===== src/rtl/cal_pkg.sv =====
// Package: shared constants, state layout and digit helpers for the
// BCD calendar clock. Assumes 4-bit registers and the 13-entry map below.
package cal_pkg;

    localparam int CAL_AW    = 4;
    localparam int CAL_DW    = 4;
    localparam int CAL_NREGS = 13;

    // Address map; the order is decoded by host software, so it is fixed.
    localparam logic [CAL_AW-1:0] A_SEC1  = 4'd0;
    localparam logic [CAL_AW-1:0] A_SEC10 = 4'd1;
    localparam logic [CAL_AW-1:0] A_MIN1  = 4'd2;
    localparam logic [CAL_AW-1:0] A_MIN10 = 4'd3;
    localparam logic [CAL_AW-1:0] A_HR1   = 4'd4;
    localparam logic [CAL_AW-1:0] A_HR10  = 4'd5;
    localparam logic [CAL_AW-1:0] A_WDAY  = 4'd6;
    localparam logic [CAL_AW-1:0] A_DAY1  = 4'd7;
    localparam logic [CAL_AW-1:0] A_DAY10 = 4'd8;
    localparam logic [CAL_AW-1:0] A_MON1  = 4'd9;
    localparam logic [CAL_AW-1:0] A_MON10 = 4'd10;
    localparam logic [CAL_AW-1:0] A_YR1   = 4'd11;
    localparam logic [CAL_AW-1:0] A_YR10  = 4'd12;

    typedef struct packed {
        logic [3:0] yr_t;
        logic [3:0] yr_u;
        logic       mon_t;
        logic [3:0] mon_u;
        logic       leap;
        logic [1:0] day_t;
        logic [3:0] day_u;
        logic [2:0] wday;
        logic       mode24;
        logic       pm;
        logic [1:0] hr_t;
        logic [3:0] hr_u;
        logic [2:0] min_t;
        logic [3:0] min_u;
        logic [2:0] sec_t;
        logic [3:0] sec_u;
    } cal_state_t;

    localparam cal_state_t CAL_RESET = '{
        yr_t: 4'd0, yr_u: 4'd0, mon_t: 1'b0, mon_u: 4'd1, leap: 1'b0,
        day_t: 2'd0, day_u: 4'd1, wday: 3'd0, mode24: 1'b1, pm: 1'b0,
        hr_t: 2'd0, hr_u: 4'd0, min_t: 3'd0, min_u: 4'd0,
        sec_t: 3'd0, sec_u: 4'd0
    };

    // Binary value of a tens/units digit pair.
    function automatic logic [7:0] bcd2bin(input logic [3:0] tens,
                                           input logic [3:0] ones);
        return ({4'd0, tens} * 8'd10) + {4'd0, ones};
    endfunction

    // True when the units digit rolls over into the tens digit.
    function automatic logic unit_roll(input logic [3:0] ones);
        return ones >= 4'd9;
    endfunction

    // Next units digit of a plain BCD increment.
    function automatic logic [3:0] unit_next(input logic [3:0] ones);
        return unit_roll(ones) ? 4'd0 : ones + 4'd1;
    endfunction

    // Length of a month given its binary number and the leap flag.
    function automatic logic [7:0] month_len(input logic [7:0] mon,
                                             input logic leap);
        case (mon)
            8'd2:                       return leap ? 8'd29 : 8'd28;
            8'd4, 8'd6, 8'd9, 8'd11:    return 8'd30;
            default:                    return 8'd31;
        endcase
    endfunction

endpackage


===== src/rtl/cal_advance.sv =====
// Module: cal_advance
// Computes the full one-second successor of the calendar state in a single
// combinational pass, carrying seconds through the year. Assumes the caller
// decides whether the result is taken; out-of-range digits wrap to the
// lowest legal value at the next carry.
module cal_advance
    import cal_pkg::*;
(
    input  cal_state_t cur,
    output cal_state_t nxt
);

    logic       c_min, c_hr, c_day, c_mon, c_yr;
    logic [7:0] sec_v, min_v, hr_v, day_v, mon_v, yr_v;

    // Binary values of each digit pair, used for the wrap comparisons.
    always_comb begin
        sec_v = bcd2bin({1'b0, cur.sec_t}, cur.sec_u);
        min_v = bcd2bin({1'b0, cur.min_t}, cur.min_u);
        hr_v  = bcd2bin({2'b0, cur.hr_t}, cur.hr_u);
        day_v = bcd2bin({2'b0, cur.day_t}, cur.day_u);
        mon_v = bcd2bin({3'b0, cur.mon_t}, cur.mon_u);
        yr_v  = bcd2bin(cur.yr_t, cur.yr_u);
    end

    // Ripple the tick through every field, one carry feeding the next.
    always_comb begin
        nxt   = cur;
        c_min = 1'b0;
        c_hr  = 1'b0;
        c_day = 1'b0;
        c_mon = 1'b0;
        c_yr  = 1'b0;

        if (sec_v >= 8'd59) begin
            nxt.sec_t = 3'd0;
            nxt.sec_u = 4'd0;
            c_min     = 1'b1;
        end else begin
            nxt.sec_u = unit_next(cur.sec_u);
            nxt.sec_t = unit_roll(cur.sec_u) ? cur.sec_t + 3'd1 : cur.sec_t;
        end

        if (c_min) begin
            if (min_v >= 8'd59) begin
                nxt.min_t = 3'd0;
                nxt.min_u = 4'd0;
                c_hr      = 1'b1;
            end else begin
                nxt.min_u = unit_next(cur.min_u);
                nxt.min_t = unit_roll(cur.min_u) ? cur.min_t + 3'd1 : cur.min_t;
            end
        end

        if (c_hr) begin
            if (cur.mode24) begin
                if (hr_v >= 8'd23) begin
                    nxt.hr_t = 2'd0;
                    nxt.hr_u = 4'd0;
                    c_day    = 1'b1;
                end else begin
                    nxt.hr_u = unit_next(cur.hr_u);
                    nxt.hr_t = unit_roll(cur.hr_u) ? cur.hr_t + 2'd1 : cur.hr_t;
                end
            end else begin
                if (hr_v == 8'd11) begin
                    nxt.hr_t = 2'd1;
                    nxt.hr_u = 4'd2;
                    nxt.pm   = ~cur.pm;
                    c_day    = cur.pm;
                end else if (hr_v >= 8'd12) begin
                    nxt.hr_t = 2'd0;
                    nxt.hr_u = 4'd1;
                end else begin
                    nxt.hr_u = unit_next(cur.hr_u);
                    nxt.hr_t = unit_roll(cur.hr_u) ? cur.hr_t + 2'd1 : cur.hr_t;
                end
            end
        end

        if (c_day) begin
            nxt.wday = (cur.wday >= 3'd6) ? 3'd0 : cur.wday + 3'd1;
            if (day_v >= month_len(mon_v, cur.leap)) begin
                nxt.day_t = 2'd0;
                nxt.day_u = 4'd1;
                c_mon     = 1'b1;
            end else begin
                nxt.day_u = unit_next(cur.day_u);
                nxt.day_t = unit_roll(cur.day_u) ? cur.day_t + 2'd1 : cur.day_t;
            end
        end

        if (c_mon) begin
            if (mon_v >= 8'd12) begin
                nxt.mon_t = 1'b0;
                nxt.mon_u = 4'd1;
                c_yr      = 1'b1;
            end else begin
                nxt.mon_u = unit_next(cur.mon_u);
                nxt.mon_t = unit_roll(cur.mon_u) ? 1'b1 : cur.mon_t;
            end
        end

        if (c_yr) begin
            if (yr_v >= 8'd99) begin
                nxt.yr_t = 4'd0;
                nxt.yr_u = 4'd0;
            end else begin
                nxt.yr_u = unit_next(cur.yr_u);
                nxt.yr_t = unit_roll(cur.yr_u) ? cur.yr_t + 4'd1 : cur.yr_t;
            end
        end
    end

endmodule


===== src/rtl/cal_reg_bank.sv =====
// Module: cal_reg_bank
// Holds the calendar state. A host write has priority over a tick in the
// same cycle; writes to either seconds address zero the seconds. Assumes
// nxt is the one-tick successor of st.
module cal_reg_bank
    import cal_pkg::*;
(
    input  logic              clk,
    input  logic              rst_n,
    input  logic              tick,
    input  logic              wr_en,
    input  logic [CAL_AW-1:0] addr,
    input  logic [CAL_DW-1:0] wdata,
    input  cal_state_t        nxt,
    output cal_state_t        st
);

    // State update: reset, then host write, then tick advance.
    always_ff @(posedge clk) begin
        if (!rst_n) begin
            st <= CAL_RESET;
        end else if (wr_en) begin
            case (addr)
                A_SEC1, A_SEC10: begin
                    st.sec_u <= 4'd0;
                    st.sec_t <= 3'd0;
                end
                A_MIN1:  st.min_u <= wdata;
                A_MIN10: st.min_t <= wdata[2:0];
                A_HR1:   st.hr_u  <= wdata;
                A_HR10: begin
                    st.mode24 <= wdata[3];
                    st.pm     <= wdata[2];
                    st.hr_t   <= wdata[1:0];
                end
                A_WDAY:  st.wday  <= wdata[2:0];
                A_DAY1:  st.day_u <= wdata;
                A_DAY10: begin
                    st.leap  <= wdata[2];
                    st.day_t <= wdata[1:0];
                end
                A_MON1:  st.mon_u <= wdata;
                A_MON10: st.mon_t <= wdata[0];
                A_YR1:   st.yr_u  <= wdata;
                A_YR10:  st.yr_t  <= wdata;
                default: ;
            endcase
        end else if (tick) begin
            st <= nxt;
        end
    end

endmodule


===== src/rtl/cal_read_mux.sv =====
// Module: cal_read_mux
// Combinational read port: places the addressed field on the 4-bit bus,
// zero-filling bits with no storage. Assumes the bus is zero when not read.
module cal_read_mux
    import cal_pkg::*;
(
    input  logic              rd_en,
    input  logic [CAL_AW-1:0] addr,
    input  cal_state_t        st,
    output logic [CAL_DW-1:0] rdata
);

    logic [CAL_DW-1:0] sel;

    // Field select by address.
    always_comb begin
        case (addr)
            A_SEC1:  sel = st.sec_u;
            A_SEC10: sel = {1'b0, st.sec_t};
            A_MIN1:  sel = st.min_u;
            A_MIN10: sel = {1'b0, st.min_t};
            A_HR1:   sel = st.hr_u;
            A_HR10:  sel = {st.mode24, st.pm, st.hr_t};
            A_WDAY:  sel = {1'b0, st.wday};
            A_DAY1:  sel = st.day_u;
            A_DAY10: sel = {1'b0, st.leap, st.day_t};
            A_MON1:  sel = st.mon_u;
            A_MON10: sel = {3'b000, st.mon_t};
            A_YR1:   sel = st.yr_u;
            A_YR10:  sel = st.yr_t;
            default: sel = '0;
        endcase
    end

    // Bus gating by the read strobe.
    always_comb begin
        rdata = rd_en ? sel : '0;
    end

endmodule


===== src/rtl/bcd_calendar_regs.sv =====
// Module: bcd_calendar_regs (top)
// BCD calendar clock register file: 13 nibble registers, host read/write
// port and a one-second tick input. Assumes tick is a one-cycle pulse in
// the clk domain.
module bcd_calendar_regs
    import cal_pkg::*;
(
    input  logic              clk,
    input  logic              rst_n,
    input  logic              tick,
    input  logic [CAL_AW-1:0] addr,
    input  logic [CAL_DW-1:0] wdata,
    input  logic              wr_en,
    input  logic              rd_en,
    output logic [CAL_DW-1:0] rdata
);

    cal_state_t st_q;
    cal_state_t st_nxt;

    cal_reg_bank u_bank (
        .clk   (clk),
        .rst_n (rst_n),
        .tick  (tick),
        .wr_en (wr_en),
        .addr  (addr),
        .wdata (wdata),
        .nxt   (st_nxt),
        .st    (st_q)
    );

    cal_advance u_adv (
        .cur (st_q),
        .nxt (st_nxt)
    );

    cal_read_mux u_rd (
        .rd_en (rd_en),
        .addr  (addr),
        .st    (st_q),
        .rdata (rdata)
    );

endmodule


===== config.mk =====
export PLATFORM = sky130hd
export DESIGN_NAME = bcd_calendar_regs
export DESIGN_NICKNAME = d
export VERILOG_FILES = /design/src/rtl/cal_pkg.sv /design/src/rtl/cal_advance.sv /design/src/rtl/cal_reg_bank.sv /design/src/rtl/cal_read_mux.sv /design/src/rtl/bcd_calendar_regs.sv
export SDC_FILE = /design/constraint.sdc
export NUM_CORES = 1
export LEC_CHECK = 0
export BUFFER_PORTS_ARGS = -buffer_cell sky130_fd_sc_hd__buf_2
export CAP_MARGIN = 10
export CORE_MARGIN = 2
export CORE_UTILIZATION = 55
export DETAILED_ROUTE_END_ITERATION = 8
export HOLD_SLACK_MARGIN = 0.02
export PLACE_DENSITY_LB_ADDON = 0.15
export RECOVER_POWER = 25
export SETUP_SLACK_MARGIN = 0.5
export SLEW_MARGIN = 40
export SYNTH_ARGS = -nofsm -noshare
export SYNTH_HDL_FRONTEND = slang
export SYNTH_SLANG_ARGS = --single-unit
export TNS_END_PERCENT = 50

===== constraint.sdc =====
create_clock -name clk -period 3.55 [get_ports clk]
set_clock_uncertainty 0.15 [all_clocks]
set_input_delay 0.355 -clock clk [delete_from_list [all_inputs] [get_ports clk]]
set_output_delay 0.355 -clock clk [all_outputs]
set_load 0.1 [all_outputs]

; After elaboration in Yosys (flattened, before gate mapping)
; Index checks and enable logic that the tools add are counted.
[op_classes]
addsub = 18
n_reduce_logical = 31
muxes = 59
n_eq_ne = 31
multipliers = 6
magnitude_cmp = 14
bitwise = 1
[ops]
columns = cell, count
row1 = $mux W45, 2
row2 = $mux W4, 15
row3 = $pmux W4 S13, 1
row4 = $mux W7, 5
row5 = $mux W6, 5
row6 = $add A4 B1 Y4 const B, 7
row7 = $eq A8 B4 Y1 const B, 3
row8 = $ge A4 B4 Y1 const B, 6
row9 = $mux W8, 3
row10 = $ne A2 B1 Y1 const B, 12
row11 = $reduce_and A3 Y1, 8
row12 = $eq A4 B4 Y1 const B, 5
row13 = $mux W3, 6
row14 = $add A7 B4 Y8, 2
row15 = $eq A4 B3 Y1 const B, 4
row16 = $eq A8 B3 Y1 const B, 2
row17 = $ge A8 B4 Y1 const B, 2
row18 = $ge A8 B6 Y1 const B, 2
row19 = $mux W1, 16
row20 = $pmux W8 S2, 1
row21 = $reduce_and A4 Y1, 4
row22 = $reduce_bool A3 Y1, 5
row23 = $add A6 B4 Y7, 2
row24 = $reduce_bool A2 Y1, 7
row25 = 25 further kinds, 35
[totals]
wordCells = 176
regBits = 45

; Logic depth before layout (Yosys ltp)
; Gate-level depths: netlist of the first run.
[logic_depth]
word_depth = 14
mapped_depth = 13

; By module
; A second synthesis of the first run with hierarchy kept.
[hier_totals]
cells_unflattened = 664
area_unflattened_um2 = 5377.7
[by_module_without_submodules]
columns = mod, area_per_inst_um2, cells_per_inst, n_inst
row1 = cal_advance, 2611.3, 355, 1
row2 = cal_reg_bank, 2237.1, 233, 1
row3 = cal_read_mux, 529.3, 76, 1

; Worst setup path after synthesis of the first run
; OpenSTA, ideal clock, no wires.
[synth_path]
path_kind = input-to-output
startpoint = input port addr[2]
endpoint = output port rdata[3]
required_ps = 3045
stages = 5
slack_ps = -205
t_arrival_ps = 3250
path_cell_list = clkbuf_1 > clkbuf_1 > buf_1 > a221oi_1 > nor3_1
[synth_between]
elab_chain_len = 3
word_cells_on_any_way = 15
[synth_rtl]
columns = item, line
row1 = from (decl), bcd_calendar_regs.sv:11  ; input logic [CAL_AW-1:0] addr,
row2 = $eq A4 B4 Y1 (tied with other cells), cal_read_mux.sv:17  ; case (addr)
row3 = $pmux W4 S13 (*), cal_read_mux.sv:17
row4 = $mux W4 (*), cal_read_mux.sv:37  ; rdata = rd_en ? sel : '0;
row5 = to (decl), bcd_calendar_regs.sv:15  ; output logic [CAL_DW-1:0] rdata
; Every way passes the cells marked *; elsewhere a longest branch is shown, timed or not.

; Worst setup path in the final report of the first run
[layout_path]
startpoint = input port addr[3]
endpoint = output port rdata[1]
; Same word-level chain as after synthesis.

==> results of run 1 <==
area by class of cell:
type / count / share of cell area [%]
Timing Repair Buffer: 52 / 6.59
Sequential cell: 45 / 16.9
Clock inverter: 1 / 0.542
Multi-Input combinational cell: 485 / 69.0
Clock buffer: 7 / 1.56
Inverter: 45 / 3.05
Tap cell: 105 / 2.37
power breakdown:
| group | switching [W] | internal (W) |
|---|---|---|
| sequential | 0.0000105 | 0.000506 |
| combinational | 0.000146 | 0.0000681 |
| clock | 0.000206 | 0.000230 |
| total | 0.000362 | 0.000804 |
tightest hold or removal path, delay by kind of cell:
kind	cells	cell delay [ns]
mux	1	0.06
simple gates	1	0.07
buf+inv	1	0.08
worst max path at each step:
stage	cells after the start	slack, ns	endpoint
after global placement	12	0.33	u_bank.st[43]
after detailed placement	12	0.26	u_bank.st[43]
after global routing	8	0.21	rdata[1]
after CTS	10	0.48	u_bank.st[16]
after floorplan	6	0.42	rdata[1]
final	8	0.29	rdata[1]
stage by stage:
stage                     util [%]  instance area [um2]
after floorplan                  -                 4640
after global placement        59.5                 4860
after detailed placement      59.5                 4860
after CTS                     63.9                 5220
after global routing          67.8                 5550
final                         67.8                 5550
synthesized netlist by cell type, types with 4 or more instances:
library cell / n
nand2_1: 62
a21oi_1: 53
ha_1: 52
dfxtp_1: 45
inv_1: 44
nor2_1: 41
o21ai_0: 28
nand3_1: 19
clkbuf_1: 16
a31oi_1: 15
mux2i_1: 14
a211oi_1: 11
nor3_1: 10
o31ai_1: 10
nor3b_1: 9
o32ai_1: 9
a21boi_0: 7
a21o_1: 7
and3_1: 7
o22ai_1: 7
a221oi_1: 6
and2_1: 6
fa_1: 6
nand2b_1: 6
nor2b_1: 6
xor2_1: 6
buf_1: 5
o21ai_1: 5
a22oi_1: 4
buf_2: 4
nand4_1: 4
o221a_2: 4
or2_2: 4
timing repair:
action	in CTS	in global routing
resized for setup	47	53
setup buffers	8	14
pin swaps	13	34
setup endpoints to repair	29	37
hold endpoints to repair	0	0
routing by layer:
| layer | routed length, um | vias to the layer above | global-route usage, % |
|---|---|---|---|
| met1 | 6200 | 2388 | 42.3 |
| met3 | 1010 | 51 | 4.39 |
| li1 | - | 2299 | - |
| met5 | 0 | - | 0 |
| met4 | 568 | 0 | 13.1 |
| met2 | 7040 | 247 | 52.6 |
logic make-up (layout without fill, tap and decap cells):
| family | Yosys count | after routing | synth area share (%) |
|---|---|---|---|
| AO/OA/AOI/OAI | 208 | 208 | 31.7 |
| adder cells (fa/ha/maj) | 58 | 58 | 16.6 |
| multiplexers | 17 | 17 | 3.75 |
| flip-flops | 45 | 45 | 19.4 |
| AND/OR/NAND/NOR | 194 | 194 | 21.0 |
| XOR/XNOR | 8 | 8 | 1.67 |
| buffers and inverters | 70 | 105 | 5.78 |
==> flow_metrics.py, run 1 <==
metrics = {
    "die": {
        "io_pins": 17,
        "rows": 33,
        "die_w_um": 95.8,
        "die_h_um": 95.8,
        "dieArea_um2": 9170,
        "coreArea_um2": 8180,
        "initial_utilization_pct": 56.7,
    },
    "synth": {
        "synth-edff-count": 0,
        "yosysUniqueCellTypes": 78,
        "yosys_warnings": 0,
        "synth_ff_type": "dfxtp_1",
        "syn_inst": 600,
        "ys_ff_latch": 45,
        "synth_nets": 671,
        "ys_seq_area_share_pct": 19.4,
        "synth.area.top_cells": "dfxtp_1 (19%), ha_1 (14%), a21oi_1 (5.7%)",
        "synth.avg_cell_area_um2": 7.72,
        "async_flop_share_pct": 0,
        "yosysTopAreaCell": "dfxtp_1",
        "synth_area_um2": 4630,
        "yosys.area.top_type_share_pct": 19.4,
    },
    "cts": {
        "root_buffer": "clkbuf_8",
        "cts.clk_slew.worst_paths_ns": 0.10,
        "ctsHoldBuffers": 0,
        "clock_path_buffers": 2,
        "clk_latency_ns": 0.32,
        "cts.sinks": 45,
        "cts_tree": "yes",
        "numCtsBuffers": 5,
        "ctsHtreeMaxLevel": 2,
    },
    "layout": {
        "synthToLayoutAreaGrowth_pct": 19.7,
        "final-seq-area_um2": 938,
        "drive_above_1_share_pct": 23.6,
        "filler_cell_count": 672,
        "regMostFlops": "u_bank.st",
        "final_nets": 705,
        "fin_cells": 740,
        "n_antenna_cell": 0,
        "final_common_cell": "nand2_1",
        "top_regs": "u_bank.st x45",
        "largest_register_ffs": 45,
        "multiInputGateArea_um2": 3820,
        "final_cell_mix": "nand2_1 (61), a21oi_1 (48), ha_1 (44), inv_1 (41), nor2_1 (39)",
    },
    "global_route": {
        "overflow": 0,
        "grt_max_degree": 39,
        "grt_use_total_pct": 32.0,
        "antenna_found_initial": 0,
        "grt_pass1_wl_um": 22900,
        "grt_pass1_vias": 4499,
    },
    "sta": {
        "worst_pin_slew_ns": 1.16,
        "period_share_pct": 91.7,
        "period_needed_ns": 3.26,
        "rsz0062_at_grt": "true",
        "hold_viol_final": 0,
        "fin_ws_ns": 0.294,
        "final-setup-viol-count": 0,
        "fmax_ghz": 0.307,
        "holdWs_ns": 0.130,
        "finalSetupTns_ns": 0,
        "drv_slew": 0,
        "max_slew_margin_pct": 22.9,
    },
    "worst_setup_path": {
        "critPathRequiredTime_ns": 3.04,
        "path_max_fanout": 21,
        "slowest_stage": "clkbuf_1",
        "crit_start": "addr[3]",
        "ff2ff_setup_slack_ns": 0.41,
        "critPathBufInv": 2,
        "r2r-end": "u_bank.st[25]",
        "cpLargestDelayFamily": "buffers and inverters",
        "startpoint_type": "primary input",
        "crit_path_end_kind": "output pin",
        "regToRegStartpoint": "u_bank.st[1]",
        "worstSetupPathType": "in2out",
        "cpPeakStageDelay_ns": 0.71,
        "arrival_ns": 2.75,
        "r2r_cells": 13,
        "path_cells": "clkbuf_1, nor2b_1, nand3b_1, a21oi_1, a31oi_1, o221a_2, nor2_1, clkbuf_2",
    },
    "placed_design": {
        "hpwl_um": 10200,
        "place_congestion": 0.920,
        "dp.cells": 710,
        "numPortBuffers": 16,
        "place_ws_ns": 0.258,
    },
    "hold_path": {
        "hold_depth": 3,
        "hold_path_class": "in2reg",
        "hold_end": "u_bank.st[31]",
        "worstHoldStart": "wdata[2]",
    },
    "routing": {
        "vias": 4985,
        "drc": 0,
        "ant_nets": 0,
        "wl_per_cell_um": 20.0,
        "via_per_inst": 6.74,
        "drt-initial-drc-count": 445,
        "detail_route.first_pass.iterations": 6,
        "wl_um": 14800,
    },
    "pwr": {
        "powerDensity_nw_per_um2": 210,
        "peakVddDrop_mv": 0.173,
        "p_leak_nw": 2.20,
        "finalPower_w": 0.00117,
    },
    "run": {
        "maxCapViolCount": 0,
    },
    "run_status": {
        "status": "complete, no violations",
    },
}
No activity file was read; power rests on OpenSTA's default activity.
==> inputs of run 2 (changes only) <==
--- a/config.mk
+++ b/config.mk
@@ -17,5 +17,6 @@
 export SLEW_MARGIN = 40
 export SYNTH_ARGS = -nofsm -noshare
 export SYNTH_HDL_FRONTEND = slang
+export SYNTH_HIERARCHICAL = 1
 export SYNTH_SLANG_ARGS = --single-unit
 export TNS_END_PERCENT = 50
==> run 2 against run 1 <==
The flow now finishes with violations (max-capacitance violations, max-slew violations, negative setup slack). Non-clock buffer count grew 21. Sequential share of layout area shrank 2.1 points. Clock power shrank 8.0%. Register-to-register slack lost 0.57 ns. Via count grew 11%. Final area grew 11%. Global-route usage shrank 2.9 points. Sequential power grew 11%.
==> flow_metrics.py, run 2 <==
metrics = {
    "global_route": {
        "grt_max_degree": 38,
        "grt_pass1_vias": 5064,
        "grt_use_total_pct": 29.1,
        "overflow": 0,
        "antenna_found_initial": 0,
        "grt_pass1_wl_um": 24500,
    },
    "layout": {
        "final_nets": 781,
        "drive_above_1_share_pct": 20.4,
        "n_antenna_cell": 0,
        "filler_cell_count": 865,
        "largest_register_ffs": 45,
        "final_cell_mix": "buf_4 (54), ha_1 (51), inv_1 (49), nand2_1 (43), dfxtp_1 (42)",
        "regMostFlops": "u_bank/st",
        "final_common_cell": "buf_4",
        "top_regs": "u_bank/st x45",
        "synthToLayoutAreaGrowth_pct": 14.2,
    },
    "worst_setup_path": {
        "startpoint_type": "flop",
        "path_max_fanout": 8,
        "crit_path_end_kind": "flop",
        "arrival_ns": 3.74,
        "critPathRequiredTime_ns": 3.58,
        "worstSetupPathType": "reg2reg",
    },
    "sta": {
        "hold_viol_final": 0,
        "max_slew_margin_pct": -14.0,
        "final-setup-viol-count": 11,
        "drv_slew": 38,
        "rsz0062_at_grt": "true",
        "worst_pin_slew_ns": 1.71,
        "fmax_ghz": 0.270,
        "period_needed_ns": 3.71,
        "period_share_pct": 104,
        "fin_ws_ns": -0.157,
    },
    "placed_design": {
        "numPortBuffers": 16,
        "place_ws_ns": -0.218,
        "hpwl_um": 11500,
        "place_congestion": 0.889,
    },
    "routing": {
        "vias": 5517,
        "wl_per_cell_um": 18.5,
        "detail_route.first_pass.iterations": 5,
        "drc": 0,
        "drt-initial-drc-count": 383,
        "wl_um": 15600,
        "via_per_inst": 6.54,
        "ant_nets": 0,
    },
    "die": {
        "die_h_um": 103,
        "io_pins": 17,
        "rows": 36,
        "die_w_um": 103,
        "dieArea_um2": 10600,
        "coreArea_um2": 9640,
        "initial_utilization_pct": 55.8,
    },
    "pwr": {
        "swShare_pct": 36.7,
        "p_leak_nw": 2.59,
        "power_frac_seq_pct": 37.6,
        "p_int_w": 0.000966,
        "finalPower_w": 0.00153,
        "power.switching_w": 0.000561,
        "combPwrFrac_pct": 36.2,
        "peakVddDrop_mv": 0.184,
        "powerDensity_nw_per_um2": 249,
        "p_clk_share_pct": 26.3,
    },
    "synth": {
        "synth_nets": 736,
        "yosys-top-cells-count": "ha_1 (53), inv_1 (50), dfxtp_1 (45)",
        "synth_most_common_cell": "ha_1",
        "synth.avg_cell_area_um2": 8.10,
        "yosysTopAreaCell": "dfxtp_1",
        "synth_area_um2": 5380,
        "yosys.area.top_type_share_pct": 16.8,
        "yosys_warnings": 6,
        "async_flop_share_pct": 0,
        "yosysUniqueCellTypes": 91,
        "synth_ff_type": "dfxtp_1",
        "ys_seq_area_share_pct": 16.8,
        "synth.area.top_cells": "dfxtp_1 (17%), ha_1 (12%), a211oi_1 (4.7%)",
        "syn_inst": 664,
        "ys_ff_latch": 45,
        "synth-edff-count": 0,
    },
    "cts": {
        "clk_latency_ns": 0.31,
        "cts.clk_slew.worst_paths_ns": 0.10,
        "root_buffer": "clkbuf_8",
        "clock_path_buffers": 2,
        "numCtsBuffers": 5,
        "cts.sinks": 45,
        "cts_tree": "yes",
        "ctsHoldBuffers": 0,
        "ctsHtreeMaxLevel": 2,
    },
    "run_status": {
        "violations": "max-capacitance violations, max-slew violations, negative setup slack",
        "status": "finished, violations left",
    },
    "run": {
        "maxCapViolCount": 1,
    },
    "hold_path": {
        "hold_path_class": "in2reg",
    },
}
-- run 2: cell types whose count changed in the layout (fill, tap and decap cells not counted), sizes merged, moves of 10 or more --
cell | before | now
a211oi | 11 | 35
buf | 47 | 69
nand2 | 63 | 44
a21oi | 55 | 37
a31oi | 17 | 3
o21ai | 33 | 46
o21a | 1 | 11
-- run 2: metal layers --
metal | global-route usage [%] | vias up | share of wire (%) | routed length, um
li1 | - | 2606 | - | -
met1 | 37.1 | 2632 | 43 | 6670
met2 | 49.2 | 234 | 48 | 7420
met3 | 5.63 | 45 | 7.0 | 1100
met4 | 10.2 | 0 | 2.7 | 419
met5 | 0 | - | 0 | 0
-- run 2: power groups by stage --
stage	registers, W	clock network (W)	logic [W]
floorplan	0.000589	0	0.000363
global placement	0.000584	0	0.000506
detailed placement	0.000584	0	0.000519
CTS	0.000573	0.000404	0.000530
global route	0.000579	0.000429	0.000599
finish	0.000573	0.000401	0.000552
-- run 2: final timing paths --
path	from	end	slack, ns	depth (start not counted)
worst min register to register	u_bank/st[31]	u_bank/st[31]	0.36	2
worst max-delay path	u_bank/st[36]	u_bank/st[44]	-0.16	17
worst min-delay path	wdata[0]	u_bank/st[7]	0.35	3
worst max register to register	u_bank/st[36]	u_bank/st[44]	-0.16	17
-- run 2: worst max-delay path, cell delays in order (launching register included) --
cell      delay, ns
dfxtp_4        0.37
ha_4           0.17
ha_4           0.22
nand2_1        0.08
nor2_2         0.05
a211o_2        0.32
a211oi_2       0.15
a21oi_1        0.06
ha_1           0.27
nand2b_4       0.15
a21oi_4        0.22
o21ai_2        0.11
a221oi_4       0.29
and4b_4        0.27
and3_4         0.17
a221o_1        0.28
mux2i_1        0.17
a211oi_2       0.09
-- run 2: area by class of cell --
type	instances	area [um2]	area share, %
clock inverter	1	7.51	0.122
sequential	45	910	14.8
tap	133	166	2.71
multi-input combinational	533	4250	69.2
inverter	51	191	3.12
clock buffer	7	108	1.75
timing repair buffer	73	507	8.25
-- run 2: repair_timing --
| action | 4_1_cts | 5_1_grt |
|---|---|---|
| pin swaps | 4 | 8 |
| buffers inserted | 2 | 2 |
| setup endpoints to repair | 29 | 36 |
| cloned | 0 | 0 |
| resized for setup | 16 | 19 |
-- run 2: logic make-up after synthesis --
kind of cell    after synthesis  share of synthesized area [%]
compound gates              239                           32.3
simple gates                192                           20.7
buf+inv                      86                           7.70
fa+ha+maj                    59                           14.6
flops                        45                           16.8
mux                          29                           5.75
xor+xnor                     14                           2.28
-- run 2: stage by stage --
| step | hold slack [ns] | cell area [um2] | setup TNS, ns | util (%) | std cells |
|---|---|---|---|---|---|
| floorplan | 0.315 | 5440 | -0.364 | - | 664 |
| CTS | 0.338 | 6060 | -0.184 | 62.9 | 841 |
| global placement | 0.333 | 5860 | -0.753 | 60.8 | 831 |
| finish | 0.346 | 6140 | -0.675 | 63.7 | 843 |
| detailed placement | 0.342 | 5860 | -1.61 | 60.8 | 831 |
| global route | 0.341 | 6140 | -3.52 | 63.7 | 843 |
==> inputs of run 3 (changes only) <==
--- a/config.mk
+++ b/config.mk
@@ -7,6 +7,7 @@
 export LEC_CHECK = 0
 export BUFFER_PORTS_ARGS = -buffer_cell sky130_fd_sc_hd__buf_2
 export CAP_MARGIN = 10
+export CORE_ASPECT_RATIO = 1.5
 export CORE_MARGIN = 2
 export CORE_UTILIZATION = 55
 export DETAILED_ROUTE_END_ITERATION = 8
==> run 3 against run 2 <==
The flow finishes with violations (negative setup slack). Die area rose by 0.16%. First-iteration DRC count up 40%. Final area rose by 3.0%. Count of clock-buffer cells in the layout fell by 2. Fmax is 0.64% lower. Register-to-register slack lost 0.02 ns. Highest routed layer unchanged.
==> flow_metrics.py, run 3 (same netlist as run 2, synthesis figures left out) <==
metrics = {
    "sta": {
        "worst_pin_slew_ns": 1.16,
        "drv_slew": 0,
        "hold_viol_final": 0,
        "final-setup-viol-count": 15,
        "period_needed_ns": 3.73,
        "period_share_pct": 105,
        "rsz0062_at_grt": "true",
        "fmax_ghz": 0.268,
        "max_slew_margin_pct": 23.1,
        "fin_ws_ns": -0.181,
    },
    "die": {
        "die_h_um": 125,
        "initial_utilization_pct": 56.1,
        "rows": 44,
        "coreArea_um2": 9580,
        "io_pins": 17,
        "die_w_um": 84.7,
        "dieArea_um2": 10600,
    },
    "layout": {
        "n_antenna_cell": 0,
        "fin_cells": 819,
        "drive_above_1_share_pct": 22.7,
        "largest_register_ffs": 45,
        "fin_util_pct": 66.1,
        "final_common_cell": "inv_1",
        "top_regs": "u_bank/st x45",
        "final_area_um2": 6330,
        "synthToLayoutAreaGrowth_pct": 17.7,
        "final_nets": 776,
        "final_cell_mix": "inv_1 (49), buf_4 (45), ha_1 (45), nand2_1 (42), dfxtp_1 (38)",
        "filler_cell_count": 836,
        "regMostFlops": "u_bank/st",
    },
    "global_route": {
        "grt_use_total_pct": 30.7,
        "grt_pass1_vias": 5365,
        "overflow": 0,
        "grt_max_degree": 37,
        "grt_pass1_wl_um": 26600,
        "antenna_found_initial": 0,
    },
    "hold_path": {
        "hold_depth": 2,
        "hold_path_class": "reg2reg",
    },
    "routing": {
        "via_per_inst": 6.71,
        "detail_route.first_pass.iterations": 5,
        "drt-initial-drc-count": 536,
        "vias": 5499,
        "drc": 0,
        "wl_um": 16400,
        "ant_nets": 0,
        "wl_per_cell_um": 20.1,
    },
    "pwr": {
        "powerDensity_nw_per_um2": 266,
        "peakVddDrop_mv": 0.218,
        "finalPower_w": 0.00169,
        "p_leak_nw": 2.62,
    },
    "worst_setup_path": {
        "cpLargestDelayFamily": "compound AO/OA/AOI/OAI gates",
        "path_depth": 17,
        "crit_top_cell": "ha_4",
        "crit_path_end_kind": "flop",
        "startpoint_type": "flop",
        "r2r_cells": 17,
        "critPathBufInv": 0,
        "path_cells": "ha_4, ha_4, nand2_4, nor2_4, a211o_2, a211oi_2, a21oi_1, ha_1, nand2b_4, a21oi_4, o21ai_2, a221oi_4, and4b_2, and3_4, a221o_1, mux2i_1, a211oi_1",
        "cpPeakStageDelay_ns": 0.36,
        "path_max_fanout": 5,
        "arrival_ns": 3.74,
        "slowest_stage": "dfxtp_4",
        "worstSetupPathType": "reg2reg",
        "critPathRequiredTime_ns": 3.56,
    },
    "cts": {
        "numCtsBuffers": 5,
        "clock_path_buffers": 2,
        "root_buffer": "clkbuf_16",
        "cts.clk_slew.worst_paths_ns": 0.07,
        "ctsHtreeMaxLevel": 2,
        "clk_latency_ns": 0.29,
        "cts.sinks": 45,
        "cts_tree": "yes",
    },
    "placed_design": {
        "numPortBuffers": 16,
        "dp.cells": 807,
        "place_ws_ns": -0.250,
        "hpwl_um": 11800,
        "dpl_cell_area_um2": 5800,
        "place_congestion": 0.943,
    },
    "run_status": {
        "violations": "negative setup slack",
        "status": "finished, violations left",
    },
    "run": {
        "maxCapViolCount": 0,
    },
}
[run 3: per-layer routing]
| metal | vias to the layer above | wire (um) | part of all wire, % | GRT usage (%) |
|---|---|---|---|---|
| li1 | 2589 | - | - | - |
| met1 | 2622 | 6370 | 39 | 36.1 |
| met2 | 216 | 8470 | 52 | 54.4 |
| met3 | 72 | 813 | 4.9 | 4.03 |
| met4 | 0 | 782 | 4.8 | 14.0 |
| met5 | - | 0 | 0 | 0 |
[run 3: what timing repair did]
item                                    CTS  global route
gates cloned                              1             0
endpoints found under the setup margin   28            36
hold buffers                              0             0
gates resized for setup                  34            43
pin swaps                                 8            16
buffers inserted                          3             1
[run 3: path summary, 6_finish.rpt]
check | to | slack [ns] | start
setup reg to reg | u_bank/st[44] | -0.18 | u_bank/st[36]
setup / recovery | u_bank/st[44] | -0.18 | u_bank/st[36]
hold reg to reg | u_bank/st[31] | 0.36 | u_bank/st[31]
hold / removal | u_bank/st[31] | 0.36 | u_bank/st[31]
[run 3: stage by stage]
stage,setup TNS (ns),hold WS (ns)
final,-1.29,0.360
after detailed placement,-2.10,0.345
after global placement,-0.792,0.341
after CTS,-0.479,0.350
after floorplan,-0.364,0.315
after global routing,-4.22,0.363
[run 3: worst reg2reg max path, delay by kind of cell, from the launching register on]
kind                       cells  cell delay [ns]
muxes                          1             0.13
AOI/OAI and AO/OA              8             1.51
adders and majority gates      3             0.68
and+or+nand+nor                5             0.78
DFF                            1             0.36
[run 3: cell type report]
| type | instances | area, um2 | share of cell area (%) |
|---|---|---|---|
| clock buffer | 5 | 125 | 1.98 |
| tap | 115 | 144 | 2.27 |
| inverter | 51 | 194 | 3.06 |
| multi-input combinational | 534 | 4430 | 70.1 |
| sequential | 45 | 917 | 14.5 |
| timing repair buffer | 67 | 480 | 7.59 |
| clock inverter | 2 | 35.0 | 0.553 |
[run 3: power breakdown]
part / switching, W / internal, W
Combinational: 0.000329 / 0.000236
Sequential: 0.0000475 / 0.000536
Clock: 0.000209 / 0.000327
